## src/rtl/srg_pkg.sv

```systemverilog
package srg_pkg;
  localparam int DIV_W   = 8;
  localparam int PW_W    = 8;
  localparam int PER_W   = 12;
  localparam int DIV_LSB = 0;
  localparam int PW_LSB  = DIV_LSB + DIV_W;
  localparam int PER_LSB = PW_LSB + PW_W;
  localparam int MODE_BIT = PER_LSB + PER_W;
  localparam int CLK_BIT = MODE_BIT + 1;
  localparam int CFG_W   = CLK_BIT + 1;

  typedef struct packed {
    logic [PER_W-1:0] period;
    logic [PW_W-1:0]  pulse;
    logic [DIV_W-1:0] div;
    logic             fsMode;
    logic             intClk;
  } srg_cfg_t;

  typedef struct packed {
    logic launch;
    logic sample;
    logic arm;
  } srg_strobe_t;

  function automatic srg_cfg_t decodeCfg(input logic [CFG_W-1:0] w);
    srg_cfg_t c;
    c.div    = w[DIV_LSB +: DIV_W];
    c.pulse  = w[PW_LSB +: PW_W];
    c.period = w[PER_LSB +: PER_W];
    c.fsMode = w[MODE_BIT];
    c.intClk = w[CLK_BIT];
    return c;
  endfunction
endpackage

```

## src/rtl/srg_ctrl.sv

```systemverilog
module srg_ctrl
  import srg_pkg::*;
#(
  parameter int SYNC_STAGES = 2
) (
  input  logic             clk,
  input  logic             rstN,
  input  logic [CFG_W-1:0] cfgWord,
  input  logic             genEnable,
  input  logic             fsEnable,
  input  logic             extClkIn,
  input  logic             frameWrap,
  input  logic             fsActive,
  output srg_strobe_t      strobes,
  output srg_cfg_t         cfgLive
);
  localparam int SH_W = SYNC_STAGES + 1;

  logic [SH_W-1:0]  extSync;
  logic             extRise;
  logic             tick;
  logic [DIV_W-1:0] divCnt;
  logic             armQ;
  logic             atEnd;

  always_ff @(posedge clk) begin
    if (!rstN) extSync <= '0;
    else       extSync <= {extSync[SH_W-2:0], extClkIn};
  end
  assign extRise = extSync[SH_W-2] & ~extSync[SH_W-1];
  assign tick    = cfgLive.intClk ? 1'b1 : extRise;
  assign atEnd   = (divCnt >= cfgLive.div);

  always_ff @(posedge clk) begin
    if (!rstN || !genEnable) divCnt <= '0;
    else if (tick)           divCnt <= atEnd ? '0 : divCnt + {{(DIV_W-1){1'b0}}, 1'b1};
  end

  always_ff @(posedge clk) begin
    if (!rstN)                     cfgLive <= decodeCfg('0);
    else if (!fsActive || frameWrap) cfgLive <= decodeCfg(cfgWord);
  end

  always_ff @(posedge clk) begin
    if (!rstN) armQ <= 1'b0;
    else       armQ <= genEnable && fsEnable && cfgLive.fsMode;
  end

  assign strobes.launch = genEnable && tick && atEnd;
  assign strobes.sample = genEnable && tick && (divCnt == (cfgLive.div >> 1));
  assign strobes.arm    = armQ;

  assert_arm_needs_gen_R9: assert property (@(posedge clk) disable iff (!rstN)
    armQ |-> $past(genEnable));
  assert_launch_gap_R2: assert property (@(posedge clk) disable iff (!rstN)
    (strobes.launch && cfgLive.div != '0) |=> (!strobes.launch || cfgLive.div == '0));
  assert_edges_apart_R3: assert property (@(posedge clk) disable iff (!rstN)
    (strobes.launch && strobes.sample) |-> (cfgLive.div <= 8'd1));
  assert_ext_quiet_R10: assert property (@(posedge clk) disable iff (!rstN)
    (!cfgLive.intClk && $stable(extSync)) |-> !strobes.launch);
endmodule

```

## src/rtl/srg_datapath.sv

```systemverilog
module srg_datapath
  import srg_pkg::*;
(
  input  logic        clk,
  input  logic        rstN,
  input  srg_strobe_t strobes,
  input  srg_cfg_t    cfgLive,
  input  logic        fsActiveLow,
  output logic        bitClk,
  output logic        frameSync,
  output logic        frameStart,
  output logic        fsActive,
  output logic        frameWrap
);
  logic [PER_W-1:0] bitCnt;
  logic             lastBit;
  logic             inPulse;

  assign lastBit   = (bitCnt >= cfgLive.period);
  assign frameWrap = fsActive && strobes.launch && lastBit;
  assign inPulse   = fsActive && (bitCnt <= {{(PER_W-PW_W){1'b0}}, cfgLive.pulse});
  assign frameSync = inPulse ^ fsActiveLow;

  always_ff @(posedge clk) begin
    if (!rstN)                  bitClk <= 1'b0;
    else if (strobes.launch)    bitClk <= 1'b0;
    else if (strobes.sample)    bitClk <= 1'b1;
  end

  always_ff @(posedge clk) begin
    if (!rstN || !strobes.arm) begin
      fsActive   <= 1'b0;
      bitCnt     <= '0;
      frameStart <= 1'b0;
    end else begin
      frameStart <= strobes.launch && (!fsActive || lastBit);
      if (strobes.launch) begin
        fsActive <= 1'b1;
        if (!fsActive || lastBit) bitCnt <= '0;
        else                      bitCnt <= bitCnt + {{(PER_W-1){1'b0}}, 1'b1};
      end
    end
  end

  assert_start_pulse_R12: assert property (@(posedge clk) disable iff (!rstN)
    (frameStart && (cfgLive.period != '0 || cfgLive.div != '0)) |=> !frameStart);
  assert_start_on_launch_R11: assert property (@(posedge clk) disable iff (!rstN)
    frameStart |-> $past(strobes.launch));
  assert_start_sync_active_R12: assert property (@(posedge clk) disable iff (!rstN)
    frameStart |-> (frameSync != fsActiveLow));
  assert_idle_level_R8: assert property (@(posedge clk) disable iff (!rstN)
    !strobes.arm |=> (frameSync == fsActiveLow) || !$stable(fsActiveLow));
endmodule

```

## src/rtl/audio_clk_fs_gen.sv

```systemverilog
module audio_clk_fs_gen
  import srg_pkg::*;
(
  input  logic             clk,
  input  logic             rstN,
  input  logic [CFG_W-1:0] cfgWord,
  input  logic             genEnable,
  input  logic             fsEnable,
  input  logic             fsActiveLow,
  input  logic             extClkIn,
  output logic             bitClk,
  output logic             frameSync,
  output logic             frameStart,
  output logic             txEdge,
  output logic             rxEdge
);
  srg_strobe_t strobes;
  srg_cfg_t    cfgLive;
  logic        frameWrap;
  logic        fsActive;

  srg_ctrl #(.SYNC_STAGES(2)) uCtrl (
    .clk(clk), .rstN(rstN), .cfgWord(cfgWord), .genEnable(genEnable),
    .fsEnable(fsEnable), .extClkIn(extClkIn), .frameWrap(frameWrap),
    .fsActive(fsActive), .strobes(strobes), .cfgLive(cfgLive)
  );

  srg_datapath uData (
    .clk(clk), .rstN(rstN), .strobes(strobes), .cfgLive(cfgLive),
    .fsActiveLow(fsActiveLow), .bitClk(bitClk), .frameSync(frameSync),
    .frameStart(frameStart), .fsActive(fsActive), .frameWrap(frameWrap)
  );

  assign txEdge = strobes.launch;
  assign rxEdge = strobes.sample;
endmodule

```

## config.mk

```make
export PLATFORM = sky130hd
export DESIGN_NAME = audio_clk_fs_gen
export DESIGN_NICKNAME = d
export VERILOG_FILES = /design/src/rtl/srg_pkg.sv /design/src/rtl/srg_ctrl.sv /design/src/rtl/srg_datapath.sv /design/src/rtl/audio_clk_fs_gen.sv
export SDC_FILE = /design/constraint.sdc
export NUM_CORES = 1
export LEC_CHECK = 0
export BUFFER_PORTS_ARGS = -buffer_cell sky130_fd_sc_hd__buf_4
export CAP_MARGIN = 15
export CORE_MARGIN = 2
export CORE_UTILIZATION = 60
export DETAILED_ROUTE_END_ITERATION = 6
export HOLD_SLACK_MARGIN = 0.03
export PLACE_DENSITY = 0.8
export RECOVER_POWER = 25
export SLEW_MARGIN = 20
export SYNTH_ARGS = -nofsm -noshare
export SYNTH_HDL_FRONTEND = slang
export SYNTH_SLANG_ARGS = --single-unit
export TNS_END_PERCENT = 100
```

## constraint.sdc

```tcl
create_clock -name clk -period 3.8 [get_ports clk]
set_clock_uncertainty 0.15 [all_clocks]
set_input_delay 1.14 -clock clk [delete_from_list [all_inputs] [get_ports clk]]
set_output_delay 1.14 -clock clk [all_outputs]
set_load 0.01 [all_outputs]
```

# Word level (Yosys, flattened, before mapping)
# Cells that the tools add are included.
# op_classes
mul	0
shifts	0
n_reduce_logical	18
div_mod_pow	0
muxes	3
n_bitwise	4
n_lt_le_gt_ge	3
n_addsub	2
n_eq_ne	1
# op_table
operator	n
$add A12 B1 Y12 const B	1
$ge A12 B12 Y1	1
$le A12 B8 Y1	1
$mux W12	1
$logic_and A1 B1 Y1	9
$add A8 B1 Y8 const B	1
$eq A8 B7 Y1	1
$ge A8 B8 Y1	1
$mux W8	1
$logic_not A1 Y1	4
$logic_or A1 B1 Y1	4
$not A1 Y1	2
$reduce_or A2 Y1	1
$and A1 B1 Y1	1
$mux W1	1
$xor A1 B1 Y1	1
# word_totals
mem_count	0
input_bits	36
latch_bits	0
word_cells	43
mem_bits_rw	0
register_bits	57
mem_bits_ro	0
out_inout_bits	5

# Depth between registers and ports, before layout
# Gate-level depths: netlist of the first run.
# depth
depth_word	8
mapped_depth	9
mapped_depth_nobuf	8

# Cells and area by module
# From an unflattened synthesis of the first run, not the netlist that was laid out.
# hier_totals
hier_cells	365
area_unflattened_um2	3110.5
# modules_own_cells
module	area_per_inst_um2	cells_each	n_inst	seq_area_each_um2
srg_ctrl	1935.6	219	1	840.8
srg_datapath	1174.9	146	1	300.3

# Worst setup path after synthesis of the first run
# Ideal clock, no wire load.
# synth_timing
kind	in2out
from	input genEnable
to	output rxEdge
t_arrival_ns	1.829
path_stages	3
required_time_ns	2.510
setup_slack_ns	0.681
path_cell_list	nand2_1 > buf_2 > nor3_1
# synth_via
elab_chain_cells	2
# synth_rtl
item	line	rtl
start: declaration	audio_clk_fs_gen.sv:7	input logic genEnable,
$logic_and A1 B1 Y1 (2 in series)	srg_ctrl.sv:50	assign strobes.sample = genEnable && tick && (divCnt == (cfgLive.div >> 1));
end: declaration	audio_clk_fs_gen.sv:15	output logic rxEdge
# Every way passes these cells.

# Final worst setup path of the first run
# layout_timing
from	register uCtrl.divCnt[0]
to	output txEdge
# layout_via
elab_chain_cells	2
# layout_rtl
item	line	rtl
start: declaration	srg_ctrl.sv:22	logic [DIV_W-1:0] divCnt;
start signal: assignment	srg_ctrl.sv:36	else if (tick) divCnt <= atEnd ? '0 : divCnt + {{(DIV_W-1){1'b0}}, 1'b1};
$ge A8 B8 Y1	srg_ctrl.sv:32	assign atEnd = (divCnt >= cfgLive.div);
$logic_and A1 B1 Y1	srg_ctrl.sv:49	assign strobes.launch = genEnable && tick && atEnd;
end: declaration	audio_clk_fs_gen.sv:14	output logic txEdge,
# Every way passes these cells.

==> flow_summary_export.csv, run 1 <==
group,metric,value,unit
status,status,"complete, but fails checks",
status,violations,"capacitance limit, slew limit",
logic_synthesis,netlist_area,3170,um2
logic_synthesis,ys.warnings.count,0,
timing,fmax,291,MHz
global_route,grt_pass1_wl,11.3,mm
critical_path,cp.required,2.51,ns
logic_synthesis,synth_top_area_share,0.360,
detailed_routing,drt_iter0_markers,93,
detailed_routing,wl,6.49,mm
min_path,hold_start,"uCtrl.extSync[0]",
global_route,grt_use_total,0.241,
pwr,seq_power_share,0.461,
detailed_routing,num_vias,2611,
logic_synthesis,synth_commonest_cells,"nand2_1, dfxtp_1, inv_1",
logic_synthesis,syn_nets,440,
timing,maxSlewViolCount,59,
die,pin_count,41,
layout,fill_cells,419,
logic_synthesis,yosys_most_used_dff,"dfxtp_1",
critical_path,worstReg2RegStart,"uCtrl.divCnt[0]",
pwr,p_leak,1.49,nW
detailed_routing,post_drt_wl_per_cell,13.3,um
min_path,hold_class,"reg -> reg",
cts,cts_resized,0,
logic_synthesis,synth_area_leaders,"dfxtp_1, ha_1, mux2i_1",
pwr,switching_share,0.224,
logic_synthesis,yosysSeqAreaShare,0.360,
global_route,grt_max_degree,59,
critical_path,cp_data_arrival_time,2.15,ns
critical_path,cp_slowest_cell,"dfxtp_1",
timing,rsz0062_at_grt,"false",
critical_path,cpLargestDelayFamily,"compound AO/OA/AOI/OAI gates",
cts,cts_num_sinks,57,
pwr,p_int,0.00106,W
placement,place_area,3490,um2
pwr,vdd_drop_max,0.258,mV
cts,cts_made_buffers,9,
cts,post_cts_buffers,0,
die,die_area,5880,um2
cts,cts_buffer_depth,2,
pwr,power.density,373,nW/um2
die,core,5110,um2
die,die_w,76.7,um
global_route,grt-ovfl-total,0,
die,die_y,76.7,um
cts,clk_pin_slew,0.06,ns
detailed_routing,via_per_inst,5.34,
cts,clk_latency,0.34,ns
detailed_routing,dr.pass1.iters,6,
detailed_routing,final_antenna_net_count,0,
logic_synthesis,synth_cell_types,39,
placement,numPortBuffers,40,
critical_path,reg2reg_slack,0.91,ns
global_route,grt_antenna_before_repair,0,
critical_path,crit_fanout,6,
timing,fin_tns_setup,0,ns
timing,setup_violations,0,
flow_run,maxCapViolations,1,
timing,worstMarginPinSlew,2.09,ns
layout,antenna_cells,0,
critical_path,path_buf_inv,2,
cts,cts_root_buf,"clkbuf_8",
die,rows,26,
logic_synthesis,netlist_instances,374,
layout,area_growth,15.6,%
layout,fin_area,3660,um2
cts,h-tree-depth,3,
cts,ctsHoldBuffers,0,
timing,period_share,0.905,
pwr,comb_power_share,0.089,
timing,slew_headroom,-0.392,
pwr,clock_power_share,0.450,
critical_path,max_stage_delay,0.42,ns
pwr,p_sw,0.000306,W
critical_path,critPathLaunch,"uCtrl.divCnt[0]",
cts,cts_tree,"done",
detailed_routing,drc_errors,0,
logic_synthesis,avgSynthCellArea,8.47,um2
logic_synthesis,yosysMostFrequentCell,"nand2_1",
die,initial_core_util,0.621,
layout,nets,481,
timing,hold_ws,0.288,ns
logic_synthesis,yosysTopAreaCell,"dfxtp_1",
logic_synthesis,ys_seq_elements,57,
logic_synthesis,synth_edf_count,0,
timing,hold_violations,0,
timing,period_minus_slack,3.44,ns
critical_path,critPathKind,"reg -> out",
global_route,grt_pass1_vias,2629,
layout,fin_util,0.717,
critical_path,worst_setup_path_start_kind,"register",
critical_path,cp-end-kind,"output port",
placement,routabilityCongestion,0.837,
critical_path,crit_path_cell_trace,"inv_1 -> ha_1 -> nand2b_1 -> a2111o_1 -> a31oi_1 -> nor2_1 -> buf_4",
layout,layout-drive-gt1-share,0.134,
logic_synthesis,synth_async_sr_flop_share,0,
placement,hpwlAfterDp,4.80,mm
## routing by layer
metal / share of wire / up-vias / global-route usage
li1: - / 1336 / -
met1: 0.44 / 1210 / 0.282
met2: 0.50 / 53 / 0.420
met3: 0.032 / 12 / 0.0365
met4: 0.022 / 0 / 0.131
met5: 0 / - / 0
## state kept, by name, summed over array words and instances, names as in the netlist
signal	count
uCtrl.divCnt	8
uData.frameStart	1
uData.bitCnt	12
uCtrl.extSync	3
uData.bitClk	1
uCtrl.cfgLive	30
uCtrl.armQ	1
uData.fsActive	1
## cells in the final DEF, fill, tap and decap left out, drive strengths merged, types with 10 or more instances in the layout
cell type	instances
clkbuf	15
xnor2	16
nor2	24
inv	31
buf	41
a21oi	13
dfxtp	57
nor3	10
nand2	79
ha	30
mux2i	30
o21ai	11
## layout make-up
type	instances	area [um2]	area share
Clock buffer	12	145	0.0396
Inverter	31	116	0.0318
Sequential cell	57	1140	0.311
Clock inverter	3	65.1	0.0178
Timing Repair Buffer	44	319	0.0871
Multi-Input combinational cell	272	1790	0.488
Tap cell	70	87.6	0.0239
## worst paths after layout
kind                      endpoint  cells after the start
hold reg to reg   uCtrl.extSync[1]                      1
hold / removal    uCtrl.extSync[1]                      1
setup / recovery            txEdge                      7
setup reg to reg  uCtrl.cfgLive[3]                     10
## power groups by stage
stage / sequential, W / clock (W) / combinational [W]
final: 0.000630 / 0.000614 / 0.000121
after global routing: 0.000632 / 0.000644 / 0.000139
after CTS: 0.000630 / 0.000620 / 0.000125
after detailed placement: 0.000643 / 0 / 0.000124
after global placement: 0.000642 / 0 / 0.000119
after floorplan: 0.000639 / 0 / 0.0000764
## metrics by stage
stage	std cells	total power (W)	setup WS (ns)
after floorplan	374	0.000716	0.681
after global placement	474	0.000761	0.608
after detailed placement	474	0.000767	0.523
after CTS	489	0.00138	0.402
after global routing	489	0.00142	0.167
final	489	0.00137	0.359
## cells by family (layout without fill, tap and decap cells)
group	after synthesis	count (layout)	share of synthesized area
simple gates	154	154	0.223
flops	57	57	0.360
buf+inv	45	90	0.0683
compound gates	35	35	0.0715
fa+ha+maj	30	30	0.118
mux	30	30	0.0947
xor+xnor	23	23	0.0636
Power figures use the tool's default switching activity.
==> inputs of run 2 (changes only) <==
Settings changed: ABC_AREA from default to 1.
==> flow_summary_export.csv, run 2 <==
group,metric,value,unit
critical_path,cp_slowest_cell,"dfxtp_1",
logic_synthesis,synth_cell_types,28,
cts,clk_pin_slew,0.07,ns
placement,hpwlAfterDp,5.37,mm
logic_synthesis,synth_commonest_cells,"nand2_1, inv_1, nor2_1",
cts,cts_made_buffers,9,
die,die_w,79.5,um
layout,area_growth,15.6,%
detailed_routing,dr.pass1.iters,4,
cts,ctsHoldBuffers,0,
layout,fill_cells,484,
timing,hold_violations,0,
layout,reg_top3,"uCtrl.cfgLive (30), uData.bitCnt (12), uCtrl.divCnt (8)",
detailed_routing,post_drt_wl_per_cell,11.8,um
detailed_routing,via_per_inst,5.15,
cts,cts_num_sinks,57,
pwr,p_leak,1.99,nW
global_route,grt_pass1_wl,13.0,mm
die,rows,27,
global_route,grt_pass1_vias,3092,
detailed_routing,num_vias,3252,
layout,antenna_cells,0,
min_path,hold_start,"uCtrl.extSync[0]",
timing,rsz0062_at_grt,"false",
logic_synthesis,synth_top_area_share,0.334,
die,initial_core_util,0.621,
die,die_y,79.5,um
critical_path,cp-end-kind,"output port",
status,status,"complete, but fails checks",
critical_path,max_stage_delay,0.40,ns
logic_synthesis,ys.warnings.count,0,
logic_synthesis,avgSynthCellArea,6.60,um2
logic_synthesis,synth_edf_count,0,
min_path,hold_class,"reg -> reg",
min_path,holdPathEnd,"uCtrl.extSync[1]",
cts,post_cts_buffers,0,
placement,numPortBuffers,40,
cts,h-tree-depth,3,
die,core,5510,um2
logic_synthesis,netlist_instances,518,
layout,fin_area,3950,um2
detailed_routing,final_antenna_net_count,0,
flow_run,maxCapViolations,1,
critical_path,worstReg2RegStart,"uCtrl.cfgLive[9]",
layout,final_common_cell,"nand2_1",
critical_path,crit_fanout,7,
timing,period_minus_slack,3.33,ns
logic_synthesis,netlist_area,3420,um2
critical_path,cp.required,2.51,ns
critical_path,cp_common_cell,"nand2_1",
timing,setup_violations,0,
cts,cts_tree,"done",
logic_synthesis,yosysTopAreaCell,"dfxtp_1",
cts,clk_latency,0.34,ns
cts,cts_buffer_depth,2,
die,pin_count,41,
cts,cts_resized,0,
timing,worstMarginPinSlew,1.53,ns
critical_path,critPathKind,"reg -> out",
global_route,grt_max_degree,38,
timing,maxSlewViolCount,37,
layout,nets,620,
logic_synthesis,yosysMostFrequentCell,"nand2_1",
die,die_area,6310,um2
layout,top_register,"uCtrl.cfgLive",
logic_synthesis,syn_nets,584,
status,violations,"capacitance limit, slew limit",
logic_synthesis,ys_seq_elements,57,
critical_path,reg2reg_slack,1.04,ns
cts,cts_root_buf,"clkbuf_8",
layout,layout-drive-gt1-share,0.114,
detailed_routing,wl,7.44,mm
global_route,grt-ovfl-total,0,
pwr,vdd_drop_max,0.247,mV
pwr,power.density,332,nW/um2
placement,routabilityCongestion,0.926,
critical_path,r2r_cells,12,
placement,place_area,3770,um2
critical_path,crit_path_cell_trace,"ha_1 -> nand2_1 -> nor3_1 -> nand4_1 -> nand2_1 -> nand2_1 -> nand2_1 -> nand2_1 -> buf_4",
logic_synthesis,synth_area_leaders,"dfxtp_1, nand2_1, ha_1",
critical_path,worst_setup_path_start_kind,"register",
timing,period_share,0.877,
timing,fin_tns_setup,0,ns
critical_path,r2r_end,"uCtrl.cfgLive[21]",
layout,layout_common_cells,"nand2_1, inv_1, nor2_1, a21oi_1, dfxtp_1",
min_path,whs_path_depth,2,
pwr,p_total,0.00131,W
detailed_routing,drc_errors,0,
critical_path,cpLargestDelayFamily,"simple AND/OR/NAND/NOR gates",
timing,fmax,300,MHz
global_route,grt_use_total,0.261,
logic_synthesis,synth_async_sr_flop_share,0,
logic_synthesis,yosys_most_used_dff,"dfxtp_1",
logic_synthesis,yosysSeqAreaShare,0.334,
global_route,grt_antenna_before_repair,0,
detailed_routing,drt_iter0_markers,238,
critical_path,path_buf_inv,1,
layout,largest_reg_flops,30,
critical_path,cp_data_arrival_time,2.04,ns
timing,slew_headroom,-0.0180,
==> run 2: cell count changes in the layout (fill, tap and decap cells not counted), sizes merged, moves of 6 or more <==
| cell | before | now |
|---|---|---|
| inv | 31 | 90 |
| a21oi | 13 | 57 |
| nor2 | 24 | 67 |
| nand2 | 79 | 115 |
| nand3 | 5 | 41 |
| mux2i | 30 | 0 |
| xnor2 | 16 | 2 |
| nor3 | 10 | 4 |
==> run 2: worst max path at each step <==
stage                     from         to  slack [ns]  cells past startpoint
2_1_floorplan        genEnable     txEdge        0.81                      5
3_3_place_gp         genEnable     rxEdge        0.76                      6
3_5_place_dp         genEnable     rxEdge        0.73                      6
4_1_cts        uData.bitCnt[7]  frameSync        0.49                      9
5_1_grt        uData.bitCnt[7]  frameSync        0.29                      9
6_report       uData.bitCnt[7]  frameSync        0.47                      9
==> run 2: final cells by class <==
cell class                 count  area, um2  area share
inverter                      90        338      0.0855
timing repair buffer          45        339      0.0858
clock buffer                   9        124      0.0313
multi-input combinational    351       1850       0.468
sequential                    57       1140       0.289
tap                           72       90.1      0.0228
clock inverter                 7       71.3      0.0180
==> run 2: metrics by stage <==
stage	util	cells	hold slack, ns	worst slack [ns]
after floorplan	-	518	0.240	0.810
after global placement	0.684	615	0.244	0.755
after detailed placement	0.684	615	0.258	0.729
after CTS	0.720	631	0.276	0.494
after global routing	0.718	631	0.312	0.293
final	0.718	631	0.273	0.468
==> run 2: tightest hold or removal path, delay by kind of cell (launching register included) <==
family	cells	cell delay, ns
buffers and inverters	1	0.04
DFF	1	0.31
and+or+nand+nor	1	0.05
==> run 2: per-layer routing <==
layer	share of wire	vias up	track usage
li1	-	1701	-
met1	0.46	1469	0.315
met2	0.47	70	0.444
met3	0.053	12	0.0554
met4	0.018	0	0.116
met5	0	-	0
==> run 2: kinds of logic after synthesis <==
logic type	synth area share
AO/OA/AOI/OAI	0.107
XOR/XNOR	0.0333
adder cells (fa/ha/maj)	0.110
buffers and inverters	0.126
flip-flops	0.334
AND/OR/NAND/NOR	0.290
==> run 2: report_power, final <==
part	switching, W	internal [W]	leakage (nW)
clock network	0.000258	0.000301	0.0912
registers	0.0000122	0.000617	0.468
logic	0.0000663	0.0000591	1.43
total	0.000336	0.000977	1.99
==> inputs of run 3 (changes only) <==
Settings changed: CELL_PAD_IN_SITES_DETAIL_PLACEMENT from default to 2, CELL_PAD_IN_SITES_GLOBAL_PLACEMENT from default to 2, CORE_MARGIN 2 to default, CORE_UTILIZATION 60 to 34, PLACE_DENSITY 0.8 to 0.82.
==> flow_summary_export.csv, run 3 (same netlist as run 2, synthesis figures left out) <==
group,metric,value,unit
critical_path,r2r_end,"uCtrl.cfgLive[23]",
layout,fin_util,0.409,
cts,clk_pin_slew,0.07,ns
cts,cts_tree,"done",
pwr,comb_power_share,0.103,
die,die_w,102,um
min_path,whs_path_depth,2,
pwr,power.density,325,nW/um2
cts,cts_num_sinks,57,
cts,h-tree-depth,3,
layout,area_growth,17.1,%
status,status,"finished, final reports clean",
die,core,9770,um2
pwr,vdd_drop_max,0.126,mV
min_path,hold_start,"uCtrl.extSync[0]",
placement,hpwlAfterDp,7.60,mm
layout,layout_common_cells,"nand2_1, inv_1, nor2_1, a21oi_1, dfxtp_1",
layout,antenna_cells,0,
critical_path,path_buf_inv,1,
critical_path,cp-end-kind,"output port",
detailed_routing,dr.pass1.iters,4,
timing,fin_tns_setup,0,ns
global_route,grt_pass1_vias,3779,
pwr,p_sw,0.000349,W
critical_path,critPathKind,"reg -> out",
min_path,holdPathEnd,"uCtrl.extSync[1]",
critical_path,cp_common_cell,"nand2_1",
detailed_routing,post_drt_wl_per_cell,15.2,um
critical_path,max_stage_delay,0.54,ns
critical_path,cpLargestDelayFamily,"flip-flops",
layout,nets,619,
cts,cts_resized,0,
detailed_routing,via_per_inst,4.95,
die,pin_count,41,
critical_path,cp_slowest_cell,"dfxtp_1",
cts,ctsHoldBuffers,0,
min_path,hold_class,"reg -> reg",
placement,post-place-ws,0.651,ns
pwr,p_int,0.000949,W
layout,layout-drive-gt1-share,0.108,
cts,cts_root_buf,"clkbuf_8",
timing,setup_violations,0,
cts,cts_buffer_depth,2,
cts,post_cts_buffers,0,
timing,period_minus_slack,3.42,ns
global_route,grt_max_degree,43,
layout,reg_top3,"uCtrl.cfgLive (30), uData.bitCnt (12), uCtrl.divCnt (8)",
timing,slew_headroom,0.507,
timing,period_share,0.901,
pwr,p_total,0.00130,W
critical_path,crit_path_cell_trace,"ha_1 -> a21oi_1 -> o21ai_0 -> nand2_1 -> nand2_1 -> nand2_1 -> nand2_1 -> nand2_1 -> nand2_1 -> buf_4",
die,initial_core_util,0.350,
detailed_routing,wl,10.5,mm
cts,cts_made_buffers,9,
cts,clk_latency,0.35,ns
critical_path,crit_fanout,7,
global_route,grt_pass1_wl,17.8,mm
placement,routabilityCongestion,0.843,
timing,maxSlewViolCount,0,
critical_path,worst_setup_path_start_kind,"register",
timing,worstMarginPinSlew,0.740,ns
detailed_routing,drt_iter0_markers,85,
detailed_routing,drc_errors,0,
layout,final_common_cell,"nand2_1",
layout,largest_reg_flops,30,
die,rows,36,
timing,rsz0062_at_grt,"false",
critical_path,cp.required,2.51,ns
global_route,grt_use_total,0.222,
global_route,grt_antenna_before_repair,0,
timing,fmax,292,MHz
layout,top_register,"uCtrl.cfgLive",
critical_path,cp_data_arrival_time,2.13,ns
timing,hold_violations,0,
pwr,seq_power_share,0.486,
placement,numPortBuffers,40,
detailed_routing,num_vias,3423,
critical_path,reg2reg_slack,0.43,ns
timing,hold_ws,0.278,ns
pwr,switching_share,0.269,
die,die_area,10500,um2
pwr,p_leak,1.98,nW
die,die_y,102,um
timing,setup_ws,0.378,ns
layout,fill_cells,1205,
flow_run,maxCapViolations,0,
global_route,grt-ovfl-total,0,
critical_path,worstReg2RegStart,"uCtrl.cfgLive[9]",
pwr,clock_power_share,0.411,
detailed_routing,final_antenna_net_count,0,
critical_path,r2r_cells,11,
## run 3: worst min-delay path, cell delays in order, from the launching register on
cell	delay (ns)
dfxtp_1	0.31
nand2_1	0.05
inv_1	0.05
## run 3: final cells by class
type / count / area [um2] / area share
sequential: 57 / 1140 / 0.285
tap: 133 / 166 / 0.0416
timing repair buffer: 44 / 332 / 0.0829
inverter: 90 / 338 / 0.0845
clock buffer: 14 / 163 / 0.0407
multi-input combinational: 351 / 1850 / 0.462
clock inverter: 2 / 12.5 / 0.00313
## run 3: power groups by stage
| stage | combinational [W] | sequential (W) | clock [W] |
|---|---|---|---|
| finish | 0.000134 | 0.000631 | 0.000534 |
| floorplan | 0.0000783 | 0.000639 | 0 |
| global placement | 0.000126 | 0.000643 | 0 |
| detailed placement | 0.000134 | 0.000644 | 0 |
| CTS | 0.000137 | 0.000631 | 0.000547 |
| global route | 0.000155 | 0.000633 | 0.000563 |
## run 3: worst max-delay path by stage
stage          slack, ns           endpoint             start  cells after the start
2_1_floorplan       0.81             txEdge         genEnable                      5
3_3_place_gp        0.73             txEdge         genEnable                      6
3_5_place_dp        0.65             rxEdge         genEnable                      6
4_1_cts             0.37          frameSync   uData.bitCnt[3]                     10
5_1_grt             0.21  uCtrl.cfgLive[23]  uCtrl.cfgLive[9]                     11
6_report            0.38          frameSync   uData.bitCnt[3]                     10
## run 3: routing by layer
layer,GRT usage,vias to the layer above,wire length (um)
met5,0,-,0
met4,0.0934,0,242
met3,0.0308,18,220
met2,0.396,46,5210
met1,0.267,1662,4860
li1,-,1697,-
## run 3: metrics by stage
step                area (um2)  cells
floorplan                 3420    518
global placement          3840    675
CTS                       4010    691
finish                    4000    691
detailed placement        3840    675
global route              4000    691
